`config.mk`:
```
export PLATFORM = sky130hd
export DESIGN_NAME = uart_regif
export DESIGN_NICKNAME = d
export VERILOG_FILES = /design/src/rtl/uart_regif_pkg.sv /design/src/rtl/uart_rx_hold.sv /design/src/rtl/uart_tx_hand.sv /design/src/rtl/uart_mdm_stat.sv /design/src/rtl/uart_irq_prio.sv /design/src/rtl/uart_regif.sv
export SDC_FILE = /design/constraint.sdc
export NUM_CORES = 1
export LEC_CHECK = 0
export ABC_AREA = 1
export BUFFER_PORTS_ARGS = -buffer_cell sky130_fd_sc_hd__buf_2
export CORE_AREA = 2 2 110 69
export CTS_BUF_LIST = sky130_fd_sc_hd__clkbuf_2
export DETAILED_ROUTE_END_ITERATION = 8
export DIE_AREA = 0 0 112 71
export PLACE_DENSITY = 0.81
export SLEW_MARGIN = 15
export SYNTH_ARGS = -nofsm -noshare
export SYNTH_HDL_FRONTEND = slang
export SYNTH_HIERARCHICAL = 1
export SYNTH_SLANG_ARGS = --single-unit
export TNS_END_PERCENT = 10
```
`constraint.sdc`:
```
create_clock -name clk -period 1.87 [get_ports clk]
set_clock_uncertainty 0.05 [all_clocks]
set_input_delay 0.0935 -clock clk [delete_from_list [all_inputs] [get_ports clk]]
set_output_delay 0.0935 -clock clk [all_outputs]
set_load 0.005 [all_outputs]
```
`src/rtl/uart_regif_pkg.sv`:
```
package uart_regif_pkg;

  typedef enum logic [2:0] {
    RS_DATA  = 3'd0,
    RS_IEN   = 3'd1,
    RS_IDENT = 3'd2,
    RS_LCTL  = 3'd3,
    RS_MCTL  = 3'd4,
    RS_LSTAT = 3'd5,
    RS_MSTAT = 3'd6,
    RS_DIVR  = 3'd7
  } reg_sel_e;

  localparam int NUM_CAUSES = 4;

  localparam logic [2:0] ID_LINE = 3'b110;
  localparam logic [2:0] ID_RXD  = 3'b100;
  localparam logic [2:0] ID_THE  = 3'b010;
  localparam logic [2:0] ID_MDM  = 3'b000;
  localparam logic [2:0] ID_NONE = 3'b001;

  // cause index 0 is the highest priority
  function automatic logic [2:0] cause_code(input int idx);
    case (idx)
      0:       return ID_LINE;
      1:       return ID_RXD;
      2:       return ID_THE;
      default: return ID_MDM;
    endcase
  endfunction

endpackage

```
`src/rtl/uart_rx_hold.sv`:
```
module uart_rx_hold #(
  parameter int DATA_W = 8
) (
  input  logic              clk,
  input  logic              rst_n,
  input  logic              rx_valid,
  input  logic [DATA_W-1:0] rx_byte,
  input  logic [2:0]        rx_err,     // {brk, ferr, perr}
  input  logic              data_rd,
  input  logic              stat_rd,
  output logic              rx_ready,
  output logic [DATA_W-1:0] hold_byte,
  output logic              dr,
  output logic [3:0]        err_flags   // {brk, ferr, perr, ovr}
);

  logic [DATA_W-1:0] byte_q;
  logic              dr_q, dr_d;
  logic [3:0]        err_q, err_d;
  logic              byte_en;

  assign byte_en = rx_valid;

  always_comb begin
    dr_d  = dr_q;
    err_d = stat_rd ? 4'b0000 : err_q;
    if (data_rd) dr_d = 1'b0;
    if (rx_valid) begin
      dr_d  = 1'b1;
      err_d = err_d | {rx_err, (dr_q && !data_rd)};
    end
  end

  always_ff @(posedge clk or negedge rst_n) begin
    if (!rst_n) begin
      dr_q  <= 1'b0;
      err_q <= 4'b0000;
    end else begin
      dr_q  <= dr_d;
      err_q <= err_d;
    end
  end

  always_ff @(posedge clk or negedge rst_n) begin
    if (!rst_n) begin
      byte_q <= '0;
    end else if (byte_en) begin
      byte_q <= rx_byte;
    end
  end

  assign rx_ready  = !dr_q;
  assign hold_byte = byte_q;
  assign dr        = dr_q;
  assign err_flags = err_q;

endmodule

```
`src/rtl/uart_tx_hand.sv`:
```
module uart_tx_hand #(
  parameter int DATA_W = 8
) (
  input  logic              clk,
  input  logic              rst_n,
  input  logic              data_wr,
  input  logic [DATA_W-1:0] wbyte,
  input  logic              tx_ready,
  input  logic              tx_idle,
  output logic              tx_valid,
  output logic [DATA_W-1:0] tx_byte,
  output logic              thre,
  output logic              temt
);

  logic              pend_q, pend_d;
  logic              thre_q, thre_d;
  logic              temt_q, temt_d;
  logic [DATA_W-1:0] byte_q;
  logic              byte_en;

  assign byte_en = data_wr;

  always_comb begin
    pend_d = pend_q;
    thre_d = thre_q;
    temt_d = temt_q;
    if (data_wr) begin
      pend_d = 1'b1;
      thre_d = 1'b0;
      temt_d = 1'b0;
    end else if (pend_q && tx_ready) begin
      pend_d = 1'b0;
      thre_d = 1'b1;
    end else if (!pend_q && tx_idle) begin
      temt_d = 1'b1;
    end
  end

  always_ff @(posedge clk or negedge rst_n) begin
    if (!rst_n) begin
      pend_q <= 1'b0;
      thre_q <= 1'b1;
      temt_q <= 1'b1;
    end else begin
      pend_q <= pend_d;
      thre_q <= thre_d;
      temt_q <= temt_d;
    end
  end

  always_ff @(posedge clk or negedge rst_n) begin
    if (!rst_n) begin
      byte_q <= '0;
    end else if (byte_en) begin
      byte_q <= wbyte;
    end
  end

  assign tx_valid = pend_q;
  assign tx_byte  = byte_q;
  assign thre     = thre_q;
  assign temt     = temt_q;

endmodule

```
`src/rtl/uart_mdm_stat.sv`:
```
module uart_mdm_stat #(
  parameter int PINS = 4
) (
  input  logic            clk,
  input  logic            rst_n,
  input  logic [PINS-1:0] modem_lvl,
  input  logic [PINS-1:0] modem_chg,
  input  logic            stat_rd,
  output logic [PINS-1:0] lvl,
  output logic [PINS-1:0] delta
);

  logic [PINS-1:0] lvl_q;
  logic [PINS-1:0] dlt_q, dlt_d;

  always_comb begin
    dlt_d = (stat_rd ? '0 : dlt_q) | modem_chg;
  end

  always_ff @(posedge clk or negedge rst_n) begin
    if (!rst_n) begin
      lvl_q <= '0;
      dlt_q <= '0;
    end else begin
      lvl_q <= modem_lvl;
      dlt_q <= dlt_d;
    end
  end

  assign lvl   = lvl_q;
  assign delta = dlt_q;

endmodule

```
`src/rtl/uart_irq_prio.sv`:
```
module uart_irq_prio
  import uart_regif_pkg::*;
(
  input  logic [3:0] ien,        // {mdm, line, the, rxd}
  input  logic       line_err,
  input  logic       dr,
  input  logic       thre,
  input  logic       mdm_any,
  output logic [2:0] ident,
  output logic       irq
);

  logic [NUM_CAUSES-1:0] hit;

  // index order follows priority, 0 highest
  assign hit[0] = line_err && ien[2];
  assign hit[1] = dr       && ien[0];
  assign hit[2] = thre     && ien[1];
  assign hit[3] = mdm_any  && ien[3];

  always_comb begin
    ident = ID_NONE;
    for (int i = NUM_CAUSES - 1; i >= 0; i--) begin
      if (hit[i]) ident = cause_code(i);
    end
  end

  assign irq = |hit;

endmodule

```
`src/rtl/uart_regif.sv`:
```
module uart_regif
  import uart_regif_pkg::*;
#(
  parameter int ADDR_W = 8,
  parameter int DIV_W  = 16
) (
  input  logic              clk,
  input  logic              rst_n,
  input  logic              bus_sel,
  input  logic              bus_wr,
  input  logic [ADDR_W-1:0] bus_addr,
  input  logic [3:0]        bus_be,
  input  logic [31:0]       bus_wdata,
  output logic [31:0]       bus_rdata,
  output logic              irq,
  input  logic              rx_valid,
  input  logic [7:0]        rx_byte,
  input  logic              rx_perr,
  input  logic              rx_ferr,
  input  logic              rx_brk,
  output logic              rx_ready,
  output logic              tx_valid,
  output logic [7:0]        tx_byte,
  input  logic              tx_ready,
  input  logic              tx_idle,
  input  logic [3:0]        modem_lvl,
  input  logic [3:0]        modem_chg,
  output logic [6:0]        line_ctrl,
  output logic [1:0]        modem_ctrl,
  output logic [DIV_W-1:0]  baud_div
);

  localparam int BYTE_W = 8;
  localparam int IEN_W  = 4;
  localparam int LCTL_W = 7;
  localparam int MCTL_W = 2;
  localparam int SEL_LO = 2;
  localparam int SEL_HI = 4;

  // access decode
  logic     acc_ok;
  logic     hi_zero;
  reg_sel_e sel;
  logic     rd_acc, wr_acc;

  assign hi_zero = (bus_addr[ADDR_W-1:SEL_HI+1] == '0);
  assign acc_ok  = bus_sel && (bus_be == 4'hF) && (bus_addr[1:0] == 2'b00) && hi_zero;
  assign sel     = reg_sel_e'(bus_addr[SEL_HI:SEL_LO]);
  assign rd_acc  = acc_ok && !bus_wr;
  assign wr_acc  = acc_ok && bus_wr;

  logic data_rd, lstat_rd, mstat_rd, data_wr;
  assign data_rd  = rd_acc && (sel == RS_DATA);
  assign lstat_rd = rd_acc && (sel == RS_LSTAT);
  assign mstat_rd = rd_acc && (sel == RS_MSTAT);
  assign data_wr  = wr_acc && (sel == RS_DATA);

  logic unused_wdata;
  assign unused_wdata = ^bus_wdata;

  // write-only control registers
  logic [IEN_W-1:0]  ier_q;
  logic [LCTL_W-1:0] lcr_q;
  logic [MCTL_W-1:0] mcr_q;
  logic [DIV_W-1:0]  div_q;
  logic ier_en, lcr_en, mcr_en, div_en;

  assign ier_en = wr_acc && (sel == RS_IEN);
  assign lcr_en = wr_acc && (sel == RS_LCTL);
  assign mcr_en = wr_acc && (sel == RS_MCTL);
  assign div_en = wr_acc && (sel == RS_DIVR);

  always_ff @(posedge clk or negedge rst_n) begin
    if (!rst_n) begin
      ier_q <= '0;
      lcr_q <= '0;
      mcr_q <= '0;
      div_q <= '0;
    end else begin
      if (ier_en) ier_q <= bus_wdata[IEN_W-1:0];
      if (lcr_en) lcr_q <= bus_wdata[LCTL_W-1:0];
      if (mcr_en) mcr_q <= bus_wdata[MCTL_W-1:0];
      if (div_en) div_q <= bus_wdata[DIV_W-1:0];
    end
  end

  assign line_ctrl  = lcr_q;
  assign modem_ctrl = mcr_q;
  assign baud_div   = div_q;

  // receive holding
  logic [BYTE_W-1:0] hold_byte;
  logic              dr;
  logic [3:0]        err_flags;

  uart_rx_hold #(.DATA_W(BYTE_W)) u_rx (
    .clk       (clk),
    .rst_n     (rst_n),
    .rx_valid  (rx_valid),
    .rx_byte   (rx_byte),
    .rx_err    ({rx_brk, rx_ferr, rx_perr}),
    .data_rd   (data_rd),
    .stat_rd   (lstat_rd),
    .rx_ready  (rx_ready),
    .hold_byte (hold_byte),
    .dr        (dr),
    .err_flags (err_flags)
  );

  // transmit handshake
  logic thre, temt;

  uart_tx_hand #(.DATA_W(BYTE_W)) u_tx (
    .clk      (clk),
    .rst_n    (rst_n),
    .data_wr  (data_wr),
    .wbyte    (bus_wdata[BYTE_W-1:0]),
    .tx_ready (tx_ready),
    .tx_idle  (tx_idle),
    .tx_valid (tx_valid),
    .tx_byte  (tx_byte),
    .thre     (thre),
    .temt     (temt)
  );

  // modem status
  logic [3:0] mlvl, mdelta;

  uart_mdm_stat #(.PINS(4)) u_mdm (
    .clk       (clk),
    .rst_n     (rst_n),
    .modem_lvl (modem_lvl),
    .modem_chg (modem_chg),
    .stat_rd   (mstat_rd),
    .lvl       (mlvl),
    .delta     (mdelta)
  );

  // interrupt identification
  logic [2:0] ident;

  uart_irq_prio u_prio (
    .ien      (ier_q),
    .line_err (|err_flags),
    .dr       (dr),
    .thre     (thre),
    .mdm_any  (|mdelta),
    .ident    (ident),
    .irq      (irq)
  );

  // read path
  logic [6:0]  lsr_val;
  logic [31:0] rd_mux;
  logic [31:0] rdata_q, rdata_d;

  assign lsr_val = {temt, thre, err_flags, dr};

  always_comb begin
    case (sel)
      RS_DATA:  rd_mux = {24'd0, hold_byte};
      RS_IDENT: rd_mux = {29'd0, ident};
      RS_LSTAT: rd_mux = {25'd0, lsr_val};
      RS_MSTAT: rd_mux = {24'd0, mlvl, mdelta};
      default:  rd_mux = 32'd0;
    endcase
  end

  always_comb begin
    rdata_d = rdata_q;
    if (bus_sel && !bus_wr) rdata_d = acc_ok ? rd_mux : 32'd0;
  end

  always_ff @(posedge clk or negedge rst_n) begin
    if (!rst_n) rdata_q <= 32'd0;
    else        rdata_q <= rdata_d;
  end

  assign bus_rdata = rdata_q;

endmodule

```
; Word-level counts from Yosys, hierarchy flattened
; Cells that the tools add are included.
[op_classes]
eq_ne = 9
n_mux = 18
bitwise_logic = 2
n_reduce_logical = 35
[ops]
columns = op, count
row1 = $mux 32, 1
row2 = $pmux 8 s4, 1
row3 = $logic_and 1x1->1, 21
row4 = $eq 3x3->1 const B, 4
row5 = $mux 4, 3
row6 = $reduce_or 4->1, 3
row7 = $mux 1, 10
row8 = $or 4x4->4, 2
row9 = $eq 3x2->1 const B, 2
row10 = $logic_not 3->1, 2
row11 = $mux 3, 2
row12 = $reduce_bool 2->1, 3
row13 = $eq 4x4->1 const B, 1
row14 = $logic_not 1->1, 4
row15 = $eq 3x1->1 const B, 1
row16 = $logic_not 2->1, 1
row17 = $mux 2, 1
row18 = $ne 2x2->1 const B, 1
row19 = $reduce_and 2->1, 1
[totals]
reg_bits = 93
input_bits = 70
out_inout_bits = 68
word_cells = 78

; Longest topological paths before layout
[depth]
ltp_word = 10
depth_mapped = 10
depth_no_buf = 10

; Hierarchy
; Netlist, hierarchy kept.
[by_module_without_submodules]
columns = module, instances, cells_each, area_per_inst_um2, seq_area_each_um2
row1 = uart_regif, 1, 283, 2168.3, 925.9
row2 = uart_rx_hold, 1, 55, 493.0, 325.3
row3 = uart_tx_hand, 1, 44, 412.9, 277.8
row4 = uart_mdm_stat, 1, 21, 249.0, 200.2
row5 = uart_irq_prio, 1, 12, 63.8, 0.0

; Least setup slack after synthesis
; OpenSTA, ideal clock, no wires.
[synth_path]
path_kind = reg2reg
from = register u_rx.err_q[3], in the netlist u_rx/err_flags[3]
to = register rdata_q[0], in the netlist bus_rdata[0]
setup_ns = 0.065
t_arrival_ns = 1.441
t_required_ns = 1.755
slack_ns = 0.314
stages_incl_launch_ff = 11
n_path_buf = 0
synth_period_minus_slack_ns = 1.556
cell_sequence = dfrtp_1 > or4_1 > nand2_2 > nand2_4 > nor2_2 > nand3_1 > nand2_1 > inv_1 > nand2_1 > nand3_1 > nand2_1
[synth_via]
elab_chain_len = 5
[synth_rtl]
columns = item, line
row1 = from (decl), uart_rx_hold.sv:19  ; logic [3:0] err_q, err_d;
row2 = from (signal assigned), uart_rx_hold.sv:40  ; err_q <= err_d;
row3 = $reduce_or 4->1, uart_regif.sv:144  ; .line_err (|err_flags),
row4 = $logic_and 1x1->1, uart_irq_prio.sv:16  ; assign hit[0] = line_err && ien[2];
row5 = $mux 3, uart_irq_prio.sv:24  ; if (hit[i]) ident = cause_code(i);
row6 = named net ident[0], uart_regif.sv:140  ; logic [2:0] ident;
row7 = $pmux 8 s4, uart_regif.sv:160  ; case (sel)
row8 = $mux 32, uart_regif.sv:171  ; if (bus_sel && !bus_wr) rdata_d = acc_ok ? rd_mux : 32'd0;
row9 = to (signal assigned), uart_regif.sv:176  ; else rdata_q <= rdata_d;
row10 = to (decl), uart_regif.sv:155  ; logic [31:0] rdata_q, rdata_d;
; The timed path passes the listed nets, and every way through them passes these cells.
; A chain may end at the register's enable or synchronous reset.

; Worst setup path after layout
[layout_path]
from = register u_mdm.dlt_q[2], in the netlist u_mdm/delta[2]
to = output port irq
[layout_via]
elab_chain_len = 3
[layout_rtl]
columns = item, line
row1 = from (decl), uart_mdm_stat.sv:14  ; logic [PINS-1:0] dlt_q, dlt_d;
row2 = from (signal assigned), uart_mdm_stat.sv:26  ; dlt_q <= dlt_d;
row3 = $reduce_or 4->1, uart_regif.sv:147  ; .mdm_any (|mdelta),
row4 = $logic_and 1x1->1, uart_irq_prio.sv:19  ; assign hit[3] = mdm_any && ien[3];
row5 = $reduce_or 4->1, uart_irq_prio.sv:28  ; assign irq = |hit;
row6 = to (decl), uart_regif.sv:15  ; output logic irq,
; Every way passes these cells.

==> run_results.csv <==
group,metric,value,unit
run_status,status,"complete, but fails checks",
run_status,violations,"setup timing",
synth,synth_edf_count,0,
layout,multiInputGateArea,1360,sq um
pwr,p_total,2.77,mW
drt,drtPass1Iterations,5,
sta,fin_ws,-0.158,ns
die,start_util,0.482,
layout,fill_cells,567,
die,boundaryPins,138,
sta,worst_hold_slack,0.00811,ns
sta,fmax,493,MHz
cts,cts_root_buf,"clkbuf_2",
pwr,seqPwrFrac,0.555,
pwr,power_density,585,nW/um^2
worst_setup_path,critPathArrivalTime,1.88,ns
grt,grt_use_total,0.245,
synth,postSynth.asyncResetShare,1.00,
worst_setup_path,required,1.73,ns
cts,htreeDepth,3,
grt,grt_pass1_wl,15200,um
drt,wl_per_cell,14.0,um
pwr,power_frac_clock,0.309,
synth,synthFlopType,"dfrtp_1",
placed_design,io_buffers,97,
cts,cts_max_path_buffers,2,
grt,overflow,0,
worst_setup_path,slowest_stage,"or4_4",
pwr,leakagePower,2.68,nW
cts,cts_tree,"done",
worst_setup_path,max_stage_delay,0.53,ns
flow_run,drv_cap,0,
die,placementRows,24,
cts,numClockSinks,69,
drt,vias,3429,
die,die_area,7950,sq um
grt,grt_antenna_before_repair,0,
drt,vias_per_cell,5.01,
die,core_area,7030,sq um
layout,layout_common_cells,"162 x nand2_1, 97 x buf_2, 68 x dlygate4sd3_1",
placed_design,routabilityCongestion,0.943,
synth,synth_area_per_cell,8.16,sq um
sta,slew_viol_final,0,
placed_design,dp_hpwl,6260,um
sta,hold_violations,0,
synth,synth_seq_area_share,0.511,
die,die_w,112,um
pwr,vdd_drop_max,0.000368,V
worst_setup_path,worst_setup_path_start_kind,"flop",
grt,first_global_vias,3175,
layout,regArea,1730,sq um
layout,drive_gt1_frac,0.259,
cts,cts_made_buffers,9,
cts,clk_latency,0.53,ns
synth,netlist_area,3390,sq um
sta,period_needed,2.03,ns
layout,nets,659,
layout,layout_commonest_cell,"nand2_1",
pwr,power_switching_share,0.278,
synth,netlist-cell-type-count,24,
worst_setup_path,crit_chain,"or4_4, nand2_1, nand2_1, inv_1, nand2_2, buf_2",
layout,fin_cells,685,
drt,drc,0,
pwr,comb_power_share,0.136,
worst_setup_path,end_kind,"primary output",
synth,synth_seq_cells,69,
sta,setup_viol,1,
min_path,hp-class,"input port to flop",
sta,post-route-period-util,1.08,
die,die_height,71,um
layout,n_antenna_cell,0,
sta,rsz0062_at_grt,"yes",
synth,syn_inst,415,
layout,areaGrowthSynthToFinish,39.8,%
cts,clkTransAtPathRegs,0.20,ns
pwr,power.internal,2.00,mW
pwr,p_sw,0.769,mW
drt,routed_wl,9580,um
worst_setup_path,crit_path_max_fanout,2,
grt,grt_max_degree,70,
drt,drt_iter0_drc,316,
worst_setup_path,worstSetupPathType,"flop to primary output",
worst_setup_path,path_common_cell,"nand2_1",
drt,antenna_left,0,
placed_design,placed_cells,592,
synth,ys_warn_count,6,
metrics by stage:
| step | setup slack (ns) | util | cell area (sq um) | TNS (ns) |
|---|---|---|---|---|
| after global routing | -0.227 | 0.674 | 4740 | -0.329 |
| after global placement | 0.214 | 0.550 | 3860 | 0 |
| final | -0.158 | 0.674 | 4740 | -0.158 |
| after floorplan | 0.314 | - | 3470 | 0 |
| after detailed placement | 0.166 | 0.550 | 3860 | 0 |
| after CTS | -0.173 | 0.669 | 4700 | -0.173 |
power by group through the flow:
stage	logic (mW)	clock network, mW	registers, mW
6_report	0.378	0.856	1.54
5_1_grt	0.414	0.927	1.54
4_1_cts	0.366	0.875	1.53
3_5_place_dp	0.249	0	1.56
3_3_place_gp	0.244	0	1.56
2_1_floorplan	0.158	0	1.56
registers in the layout (all words and copies together) (netlist names), 2 cells and up:
| register | flops |
|---|---|
| u_rx/err_flags | 4 |
| baud_div | 16 |
| ier_q | 4 |
| u_rx/hold_byte | 8 |
| bus_rdata | 8 |
| u_mdm/lvl | 4 |
| modem_ctrl | 2 |
| u_tx/tx_byte | 8 |
| u_mdm/delta | 4 |
| line_ctrl | 7 |
layer usage:
layer	wire [um]	global-route usage
met1	4440	0.353
met2	4180	0.369
met3	768	0.0583
met4	195	0.0854
met5	0	0
cell families (layout without fill, tap and decap cells):
group	Yosys count	after routing	synth area share
compound gates	5	5	0.00739
other cells	1	24	0.00111
simple gates	267	267	0.363
flops	69	69	0.511
buf+inv	73	229	0.118
synth_stat cells, types with 3 or more instances:
master	n	area, sq um
buf_2	10	50.1
buf_4	26	195
clkbuf_1	3	11.3
dfrtp_1	67	1680
inv_1	27	101
inv_2	5	18.8
nand2_1	162	608
nand2_2	4	25.0
nand3_1	29	145
nand4_1	46	288
nor2_1	11	41.3
nor2_2	6	37.5
o21ai_0	3	15.0
layout make-up:
| type | instances | share of cell area |
|---|---|---|
| Clock buffer | 9 | 0.00951 |
| Clock inverter | 7 | 0.0140 |
| Inverter | 32 | 0.0254 |
| Multi-Input combinational cell | 296 | 0.288 |
| Sequential cell | 69 | 0.365 |
| Tap cell | 91 | 0.0240 |
| Timing Repair Buffer | 181 | 0.274 |
worst paths after layout:
path	cells after the start	start	slack, ns	end
max reg2reg	11	u_rx/err_flags[3]	0.05	bus_rdata[0]
max in group asynchronous	3	rst_n	1.42	ier_q[1]
max	6	u_mdm/delta[2]	-0.16	irq
min in group asynchronous	3	rst_n	0.03	baud_div[13]
min reg2reg	2	baud_div[9]	0.44	baud_div[9]
min	7	bus_be[3]	0.008	bus_rdata[5]
what timing repair did:
| action | CTS | global route |
|---|---|---|
| pin swaps | 4 | 4 |
| hold buffers | 68 | 0 |
| setup buffers | 5 | 4 |
| gates resized for setup | 2 | 2 |
| endpoints found under the hold margin | 138 | 0 |
| setup endpoints to repair | 1 | 8 |
critical path, delay by kind of cell (launching register included):
kind / cells / cell delay (ns)
buffers and inverters: 2 / 0.20
AND/OR/NAND/NOR: 4 / 0.74
flip-flops: 1 / 0.43
No activity file was read; power rests on OpenSTA's default activity.
